$ cat config.mk
export PLATFORM = sky130hd
export DESIGN_NAME = uart_irq_ctl
export DESIGN_NICKNAME = d
export VERILOG_FILES = /design/src/rtl/uart_irq_pkg.sv /design/src/rtl/uart_irq_decode.sv /design/src/rtl/uart_irq_regs.sv /design/src/rtl/uart_irq_thre.sv /design/src/rtl/uart_irq_prio.sv /design/src/rtl/uart_irq_ctl.sv
export SDC_FILE = /design/constraint.sdc
export NUM_CORES = 1
export LEC_CHECK = 0
export BUFFER_PORTS_ARGS = -buffer_cell sky130_fd_sc_hd__buf_2
export CAP_MARGIN = 25
export CORE_UTILIZATION = 43
export CTS_CLUSTER_SIZE = 28
export DETAILED_ROUTE_END_ITERATION = 10
export PLACE_DENSITY = 0.88
export SYNTH_ARGS = -nofsm -noshare
export SYNTH_HDL_FRONTEND = slang
export SYNTH_SLANG_ARGS = --single-unit
$ cat constraint.sdc
create_clock -name clk -period 2.1 [get_ports clk]
set_input_delay 0.42 -clock clk [delete_from_list [all_inputs] [get_ports clk]]
set_output_delay 0.42 -clock clk [all_outputs]
set_load 0.02 [all_outputs]
$ cat src/rtl/uart_irq_pkg.sv
package uart_irq_pkg;

   // Source indices, highest priority first
   localparam int NUM_SRC     = 5;
   localparam int SRC_LINE    = 0;
   localparam int SRC_RXDATA  = 1;
   localparam int SRC_TIMEOUT = 2;
   localparam int SRC_THRE    = 3;
   localparam int SRC_MODEM   = 4;

   // Identification codes
   localparam logic [3:0] IID_NONE    = 4'b0001;
   localparam logic [3:0] IID_LINE    = 4'b0110;
   localparam logic [3:0] IID_RXDATA  = 4'b0100;
   localparam logic [3:0] IID_TIMEOUT = 4'b1100;
   localparam logic [3:0] IID_THRE    = 4'b0010;
   localparam logic [3:0] IID_MODEM   = 4'b0000;

   // Register offsets
   localparam int OFS_DATA = 0;
   localparam int OFS_IER  = 1;
   localparam int OFS_IIR  = 2;

   typedef struct packed {
      logic wr_thr;
      logic wr_ier;
      logic wr_fcr;
      logic rd_ier;
      logic rd_iir;
   } bus_strb_t;

   function automatic logic [3:0] src_iid(input int idx);
      case (idx)
         SRC_LINE:    return IID_LINE;
         SRC_RXDATA:  return IID_RXDATA;
         SRC_TIMEOUT: return IID_TIMEOUT;
         SRC_THRE:    return IID_THRE;
         default:     return IID_MODEM;
      endcase
   endfunction

endpackage

$ cat src/rtl/uart_irq_decode.sv
module uart_irq_decode
   import uart_irq_pkg::*;
#(
   parameter int ADDR_W = 3
) (
   input  logic              bus_sel,
   input  logic              bus_wr,
   input  logic              bus_rd,
   input  logic [ADDR_W-1:0] bus_addr,
   input  logic              dlab,
   output bus_strb_t         strb
);

   logic hit_data, hit_ier, hit_iir;

   assign hit_data = bus_sel && (bus_addr == ADDR_W'(OFS_DATA));
   assign hit_ier  = bus_sel && (bus_addr == ADDR_W'(OFS_IER));
   assign hit_iir  = bus_sel && (bus_addr == ADDR_W'(OFS_IIR));

   always_comb begin
      strb.wr_thr = hit_data && bus_wr && !dlab;
      strb.wr_ier = hit_ier  && bus_wr && !dlab;
      strb.rd_ier = hit_ier  && bus_rd && !dlab;
      strb.wr_fcr = hit_iir  && bus_wr;
      strb.rd_iir = hit_iir  && bus_rd;
   end

endmodule

$ cat src/rtl/uart_irq_regs.sv
module uart_irq_regs
   import uart_irq_pkg::*;
#(
   parameter int FIFO_DEPTH = 16,
   parameter int TRIG_W     = 5
) (
   input  logic              clk,
   input  logic              rst_n,
   input  bus_strb_t         strb,
   input  logic [3:0]        ier_wdata,
   input  logic [1:0]        trig_wdata,
   input  logic              rx_clr_req,
   input  logic              tx_clr_req,
   output logic [3:0]        ier_q,
   output logic              thre_en_rise,
   output logic              rx_fifo_clr,
   output logic              tx_fifo_clr,
   output logic [TRIG_W-1:0] rx_trig_bytes
);

   localparam int LVL_A = 1;
   localparam int LVL_B = FIFO_DEPTH / 4;
   localparam int LVL_C = FIFO_DEPTH / 2;
   localparam int LVL_D = FIFO_DEPTH - 2;

   if ((1 << TRIG_W) <= FIFO_DEPTH) begin : g_bad_trig_w
      $error("TRIG_W too narrow for FIFO_DEPTH");
   end

   logic [1:0] trig_sel_q;

   assign thre_en_rise = strb.wr_ier && ier_wdata[1] && !ier_q[1];

   always_ff @(posedge clk or negedge rst_n) begin
      if (!rst_n) begin
         ier_q       <= '0;
         trig_sel_q  <= '0;
         rx_fifo_clr <= 1'b0;
         tx_fifo_clr <= 1'b0;
      end else begin
         if (strb.wr_ier) ier_q <= ier_wdata;
         if (strb.wr_fcr) trig_sel_q <= trig_wdata;
         rx_fifo_clr <= strb.wr_fcr && rx_clr_req;
         tx_fifo_clr <= strb.wr_fcr && tx_clr_req;
      end
   end

   always_comb begin
      case (trig_sel_q)
         2'b00:   rx_trig_bytes = TRIG_W'(LVL_A);
         2'b01:   rx_trig_bytes = TRIG_W'(LVL_B);
         2'b10:   rx_trig_bytes = TRIG_W'(LVL_C);
         default: rx_trig_bytes = TRIG_W'(LVL_D);
      endcase
   end

endmodule

$ cat src/rtl/uart_irq_thre.sv
module uart_irq_thre (
   input  logic clk,
   input  logic rst_n,
   input  logic ev_thr_empty,
   input  logic thr_write,
   input  logic en_rise,
   input  logic iir_read,
   input  logic reported,
   output logic pend
);

   logic empty_d_q;
   logic pend_nxt;

   always_comb begin
      pend_nxt = pend;
      if (thr_write || (iir_read && reported)) pend_nxt = 1'b0;
      if ((ev_thr_empty && !empty_d_q) || (en_rise && ev_thr_empty)) pend_nxt = 1'b1;
   end

   always_ff @(posedge clk or negedge rst_n) begin
      if (!rst_n) begin
         empty_d_q <= 1'b0;
         pend      <= 1'b0;
      end else begin
         empty_d_q <= ev_thr_empty;
         pend      <= pend_nxt;
      end
   end

endmodule

$ cat src/rtl/uart_irq_prio.sv
module uart_irq_prio
   import uart_irq_pkg::*;
#(
   parameter int N = NUM_SRC
) (
   input  logic         clk,
   input  logic         rst_n,
   input  logic [N-1:0] raw,
   input  logic [N-1:0] en,
   output logic [3:0]   iid_code,
   output logic         irq
);

   if (N != NUM_SRC) begin : g_bad_n
      $error("source count must match the code table");
   end

   logic [N-1:0] act;
   logic [N-1:0] win;
   logic [N:0]   seen;

   assign seen[0] = 1'b0;

   for (genvar i = 0; i < N; i++) begin : g_src
      assign act[i]    = raw[i] & en[i];
      assign win[i]    = act[i] & ~seen[i];
      assign seen[i+1] = seen[i] | act[i];
   end

   always_comb begin
      iid_code = seen[N] ? 4'b0000 : IID_NONE;
      for (int i = 0; i < N; i++) begin
         if (win[i]) iid_code = iid_code | src_iid(i);
      end
   end

   always_ff @(posedge clk or negedge rst_n) begin
      if (!rst_n) irq <= 1'b0;
      else        irq <= seen[N];
   end

endmodule

$ cat src/rtl/uart_irq_ctl.sv
module uart_irq_ctl
   import uart_irq_pkg::*;
#(
   parameter int ADDR_W     = 3,
   parameter int FIFO_DEPTH = 16,
   parameter int TRIG_W     = $clog2(FIFO_DEPTH + 1)
) (
   input  logic              clk,
   input  logic              rst_n,
   input  logic              bus_sel,
   input  logic              bus_wr,
   input  logic              bus_rd,
   input  logic [ADDR_W-1:0] bus_addr,
   input  logic [7:0]        bus_wdata,
   output logic [7:0]        bus_rdata,
   input  logic              dlab,
   input  logic              fifo_mode,
   input  logic              ev_rx_avail,
   input  logic              ev_rx_timeout,
   input  logic              ev_thr_empty,
   input  logic              ev_line_err,
   input  logic              ev_modem_chg,
   output logic              irq,
   output logic              rx_fifo_clr,
   output logic              tx_fifo_clr,
   output logic [TRIG_W-1:0] rx_trig_bytes
);

   if (ADDR_W < 2) begin : g_bad_addr
      $error("ADDR_W must cover offsets 0 to 2");
   end
   if (FIFO_DEPTH < 8 || (FIFO_DEPTH & (FIFO_DEPTH - 1)) != 0) begin : g_bad_depth
      $error("FIFO_DEPTH must be a power of two of at least 8");
   end

   bus_strb_t          strb;
   logic [3:0]         ier_q;
   logic               thre_en_rise;
   logic               thre_pend;
   logic [3:0]         iid_code;
   logic [NUM_SRC-1:0] src_raw;
   logic [NUM_SRC-1:0] src_en;
   logic               unused_wdata;

   assign unused_wdata = ^bus_wdata[5:4];

   uart_irq_decode #(.ADDR_W(ADDR_W)) u_decode (
      .bus_sel  (bus_sel),
      .bus_wr   (bus_wr),
      .bus_rd   (bus_rd),
      .bus_addr (bus_addr),
      .dlab     (dlab),
      .strb     (strb)
   );

   uart_irq_regs #(.FIFO_DEPTH(FIFO_DEPTH), .TRIG_W(TRIG_W)) u_regs (
      .clk           (clk),
      .rst_n         (rst_n),
      .strb          (strb),
      .ier_wdata     (bus_wdata[3:0]),
      .trig_wdata    (bus_wdata[7:6]),
      .rx_clr_req    (bus_wdata[1]),
      .tx_clr_req    (bus_wdata[2]),
      .ier_q         (ier_q),
      .thre_en_rise  (thre_en_rise),
      .rx_fifo_clr   (rx_fifo_clr),
      .tx_fifo_clr   (tx_fifo_clr),
      .rx_trig_bytes (rx_trig_bytes)
   );

   uart_irq_thre u_thre (
      .clk          (clk),
      .rst_n        (rst_n),
      .ev_thr_empty (ev_thr_empty),
      .thr_write    (strb.wr_thr),
      .en_rise      (thre_en_rise),
      .iir_read     (strb.rd_iir),
      .reported     (iid_code == IID_THRE),
      .pend         (thre_pend)
   );

   always_comb begin
      src_raw              = '0;
      src_raw[SRC_LINE]    = ev_line_err;
      src_raw[SRC_RXDATA]  = ev_rx_avail;
      src_raw[SRC_TIMEOUT] = ev_rx_timeout & fifo_mode;
      src_raw[SRC_THRE]    = thre_pend;
      src_raw[SRC_MODEM]   = ev_modem_chg;
      src_en               = '0;
      src_en[SRC_LINE]     = ier_q[2];
      src_en[SRC_RXDATA]   = ier_q[0];
      src_en[SRC_TIMEOUT]  = ier_q[0];
      src_en[SRC_THRE]     = ier_q[1];
      src_en[SRC_MODEM]    = ier_q[3];
   end

   uart_irq_prio #(.N(NUM_SRC)) u_prio (
      .clk      (clk),
      .rst_n    (rst_n),
      .raw      (src_raw),
      .en       (src_en),
      .iid_code (iid_code),
      .irq      (irq)
   );

   always_comb begin
      bus_rdata = 8'h00;
      if (strb.rd_ier)      bus_rdata = {4'b0000, ier_q};
      else if (strb.rd_iir) bus_rdata = {{2{fifo_mode}}, 2'b00, iid_code};
   end

endmodule

==> flow_summary.json <==
{
  "status": "completed",
  "synth_area_leaders": "dfrtp_1 42%, mux2_2 10%, a32o_1 4.6%, buf_4 4.6%, nand2_1 4.0%",
  "powerDensity_nw_per_um2": 686,
  "final_cell_area_sq_um": 845,
  "cap_violations": 0,
  "setup_viol": 0,
  "cts_buffers": 3,
  "drtIter0Drc": 6,
  "rsz0062_at_grt": "no",
  "htree_num_levels": 1,
  "fmax_ghz": 0.531,
  "core_area_sq_um": 1370,
  "syn_inst": 57,
  "async_reset_ff_frac": 1.00,
  "vias": 545,
  "clock_latency_ns": 0.26,
  "boundaryPins": 39,
  "drive_above_1_share": 0.560,
  "hold_violations": 0,
  "drc_errors": 0,
  "yosys.area_share.adder": 0,
  "synth-simple-area-share": 0.280,
  "wire_per_inst_um": 12.3,
  "critPathLaunchType": "primary input",
  "wl_mm": 1.30,
  "syn_area_sq_um": 657,
  "flow.area_growth_from_synthesis_pct": 28.6,
  "synth_xor_area_frac": 0,
  "dr_wl_met2_um": 669,
  "yosys.area.top_type": "dfrtp_1",
  "synth_edf_count": 0,
  "die_y_um": 41.1,
  "wl_met3_um": 101,
  "portBuffers": 33,
  "finClkSkew_ns": 0.000521,
  "grt_max_degree": 12,
  "rows": 13,
  "cts-hold-fix-buffers": 0,
  "antenna_found_initial": 0,
  "finalSetupTns_ns": 0,
  "ir_drop_mv": 0.587,
  "routabilityCongestion": 0.684,
  "ys_seq_elements": 11,
  "synth-compound-area-share": 0.130,
  "drt_first_pass_iters": 4,
  "muxShareOfSynthArea": 0.103,
  "p_leak_nw": 0.438,
  "hold_class": "in2async",
  "critical_path.max_fanout": 4,
  "cp.arrival_ns": 1.46,
  "cts_tree": "done",
  "critPathKind": "in2out",
  "synthTopCellsByCount": "11 x dfrtp_1, 7 x nand2_1, 6 x mux2_2, 4 x and2_1, 4 x buf_4",
  "slowest_stage": "nor4_2",
  "design.die.area_sq_um": 1690,
  "top_layer": "met4",
  "initial_core_util": 0.481,
  "grt.overflow.total": 0,
  "postSynthAreaPerCell_sq_um": 11.5,
  "worstSetupEndpointType": "output port",
  "fin_crit_ns": 1.88,
  "cts_sinks": 11,
  "worstPathRequired_ns": 1.68,
  "vias_per_cell": 5.14,
  "clockRootBuffer": "clkbuf_4",
  "slew_violations": 0,
  "synth_top_family_by_area": "simple AND/OR/NAND/NOR gates",
  "cp_slowest_stage_delay_ns": 0.41,
  "ant_nets": 0,
  "first_global_vias": 491,
  "wl_met1_um": 520,
  "synth_top_area_share": 0.419,
  "grt_usage": 0.186,
  "dpl_cell_area_sq_um": 818,
  "fin_nets": 115,
  "period_share": 0.896,
  "clkTransAtPathRegs_ns": 0.07,
  "antenna_cells": 0,
  "clockBufferDepth": 2,
  "crit_path_cell_trace": "buf_2 -> nand2_1 -> nor4_2 -> nand2_1 -> o31ai_1 -> buf_2",
  "ys.flop_type": "dfrtp_1",
  "synth_warnings": 0,
  "synth.distinct_cells": 25,
  "ys_seq_area_frac": 0.419,
  "fp.dieW_um": 41.1,
  "grt_pass1_wl_mm": 1.96,
  "synthMostInstantiatedCell": "dfrtp_1"
}
[state kept, by name, indices dropped and copies added, names as in the netlist]
| register | flops |
|---|---|
| u_regs.tx_fifo_clr | 1 |
| u_regs.rx_fifo_clr | 1 |
| u_thre.empty_d_q | 1 |
| u_prio.irq | 1 |
| u_regs.trig_sel_q | 2 |
| u_thre.pend | 1 |
| u_regs.ier_q | 4 |
[worst max-delay path: cells and delay by family]
| family | cells | cell delay, ns |
|---|---|---|
| AO/OA/AOI/OAI | 1 | 0.07 |
| AND/OR/NAND/NOR | 3 | 0.66 |
| buffers and inverters | 2 | 0.31 |
[report_power, final]
group          total [W]  internal (W)  switching [W]
sequential      0.000273      0.000244      0.0000288
combinational   0.000165     0.0000729      0.0000920
clock           0.000142     0.0000734      0.0000683
total           0.000580      0.000391       0.000189
[cell usage in the layout, fill, tap and decap left out]
cell,instances
clkbuf_4,3
conb_1,3
nor2_1,1
mux2_2,6
o31ai_1,1
a21boi_1,1
and2_1,4
nand4_1,2
nand2b_4,1
buf_2,33
clkbuf_1,1
a32o_1,3
dfrtp_1,11
a32oi_1,1
nor4_2,1
inv_1,1
o41ai_2,1
nor3b_4,1
buf_4,1
a22oi_1,1
a21o_1,1
nand3b_4,1
nor3_2,1
nand4b_1,1
nand2_1,7
nor2_4,2
and4b_1,1
[layer usage]
metal,up-vias,track usage
met3,2,0.0489
met5,-,0
met4,0,0.0750
li1,271,-
met2,31,0.355
met1,241,0.184
[stage by stage]
stage	cells	power, W	hold slack, ns	worst slack (ns)	utilization
6_report	106	0.000580	0.00812	0.218	0.618
5_1_grt	106	0.000619	0.00797	0.107	0.618
4_1_cts	106	0.000584	0.00892	0.162	0.618
3_5_place_dp	102	0.000443	0.298	0.211	0.599
3_3_place_gp	102	0.000435	0.291	0.231	0.599
2_1_floorplan	59	0.000377	0.124	0.443	-
[worst paths after layout]
kind	from	end	slack (ns)	depth (start not counted)
setup / recovery	bus_sel	bus_rdata[2]	0.22	6
hold / removal	rst_n	u_regs.ier_q[0]$_DFFE_PN0N_	0.008	1
setup reg to reg	u_regs.ier_q[2]$_DFFE_PN0N_	u_prio.irq$_DFF_PN0_	1.00	4
hold reg to reg	u_regs.trig_sel_q[0]$_DFFE_PN0P_	u_regs.trig_sel_q[0]$_DFFE_PN0P_	0.56	1
max in group asynchronous	rst_n	u_thre.empty_d_q$_DFF_PN0_	1.90	1
min in group clk	ev_thr_empty	u_thre.empty_d_q$_DFF_PN0_	0.28	1
[cells by family after synthesis]
group,count (synthesis)
DFF,11
buffers and inverters,7
muxes,6
other,1
and+or+nand+nor,23
AOI/OAI and AO/OA,9
[layout make-up]
type / count / area [sq um]
tap: 15 / 18.8
sequential: 11 / 275
multi-input combinational: 41 / 348
clock buffer: 4 / 26.3
fill: 115 / 522
timing repair buffer: 34 / 173
inverter: 1 / 3.75
[what timing repair did]
item	4_1_cts	5_1_grt
setup buffers	0	0
setup endpoints to repair	0	1
resized for setup	0	1
No activity file was read; power rests on OpenSTA's default activity.
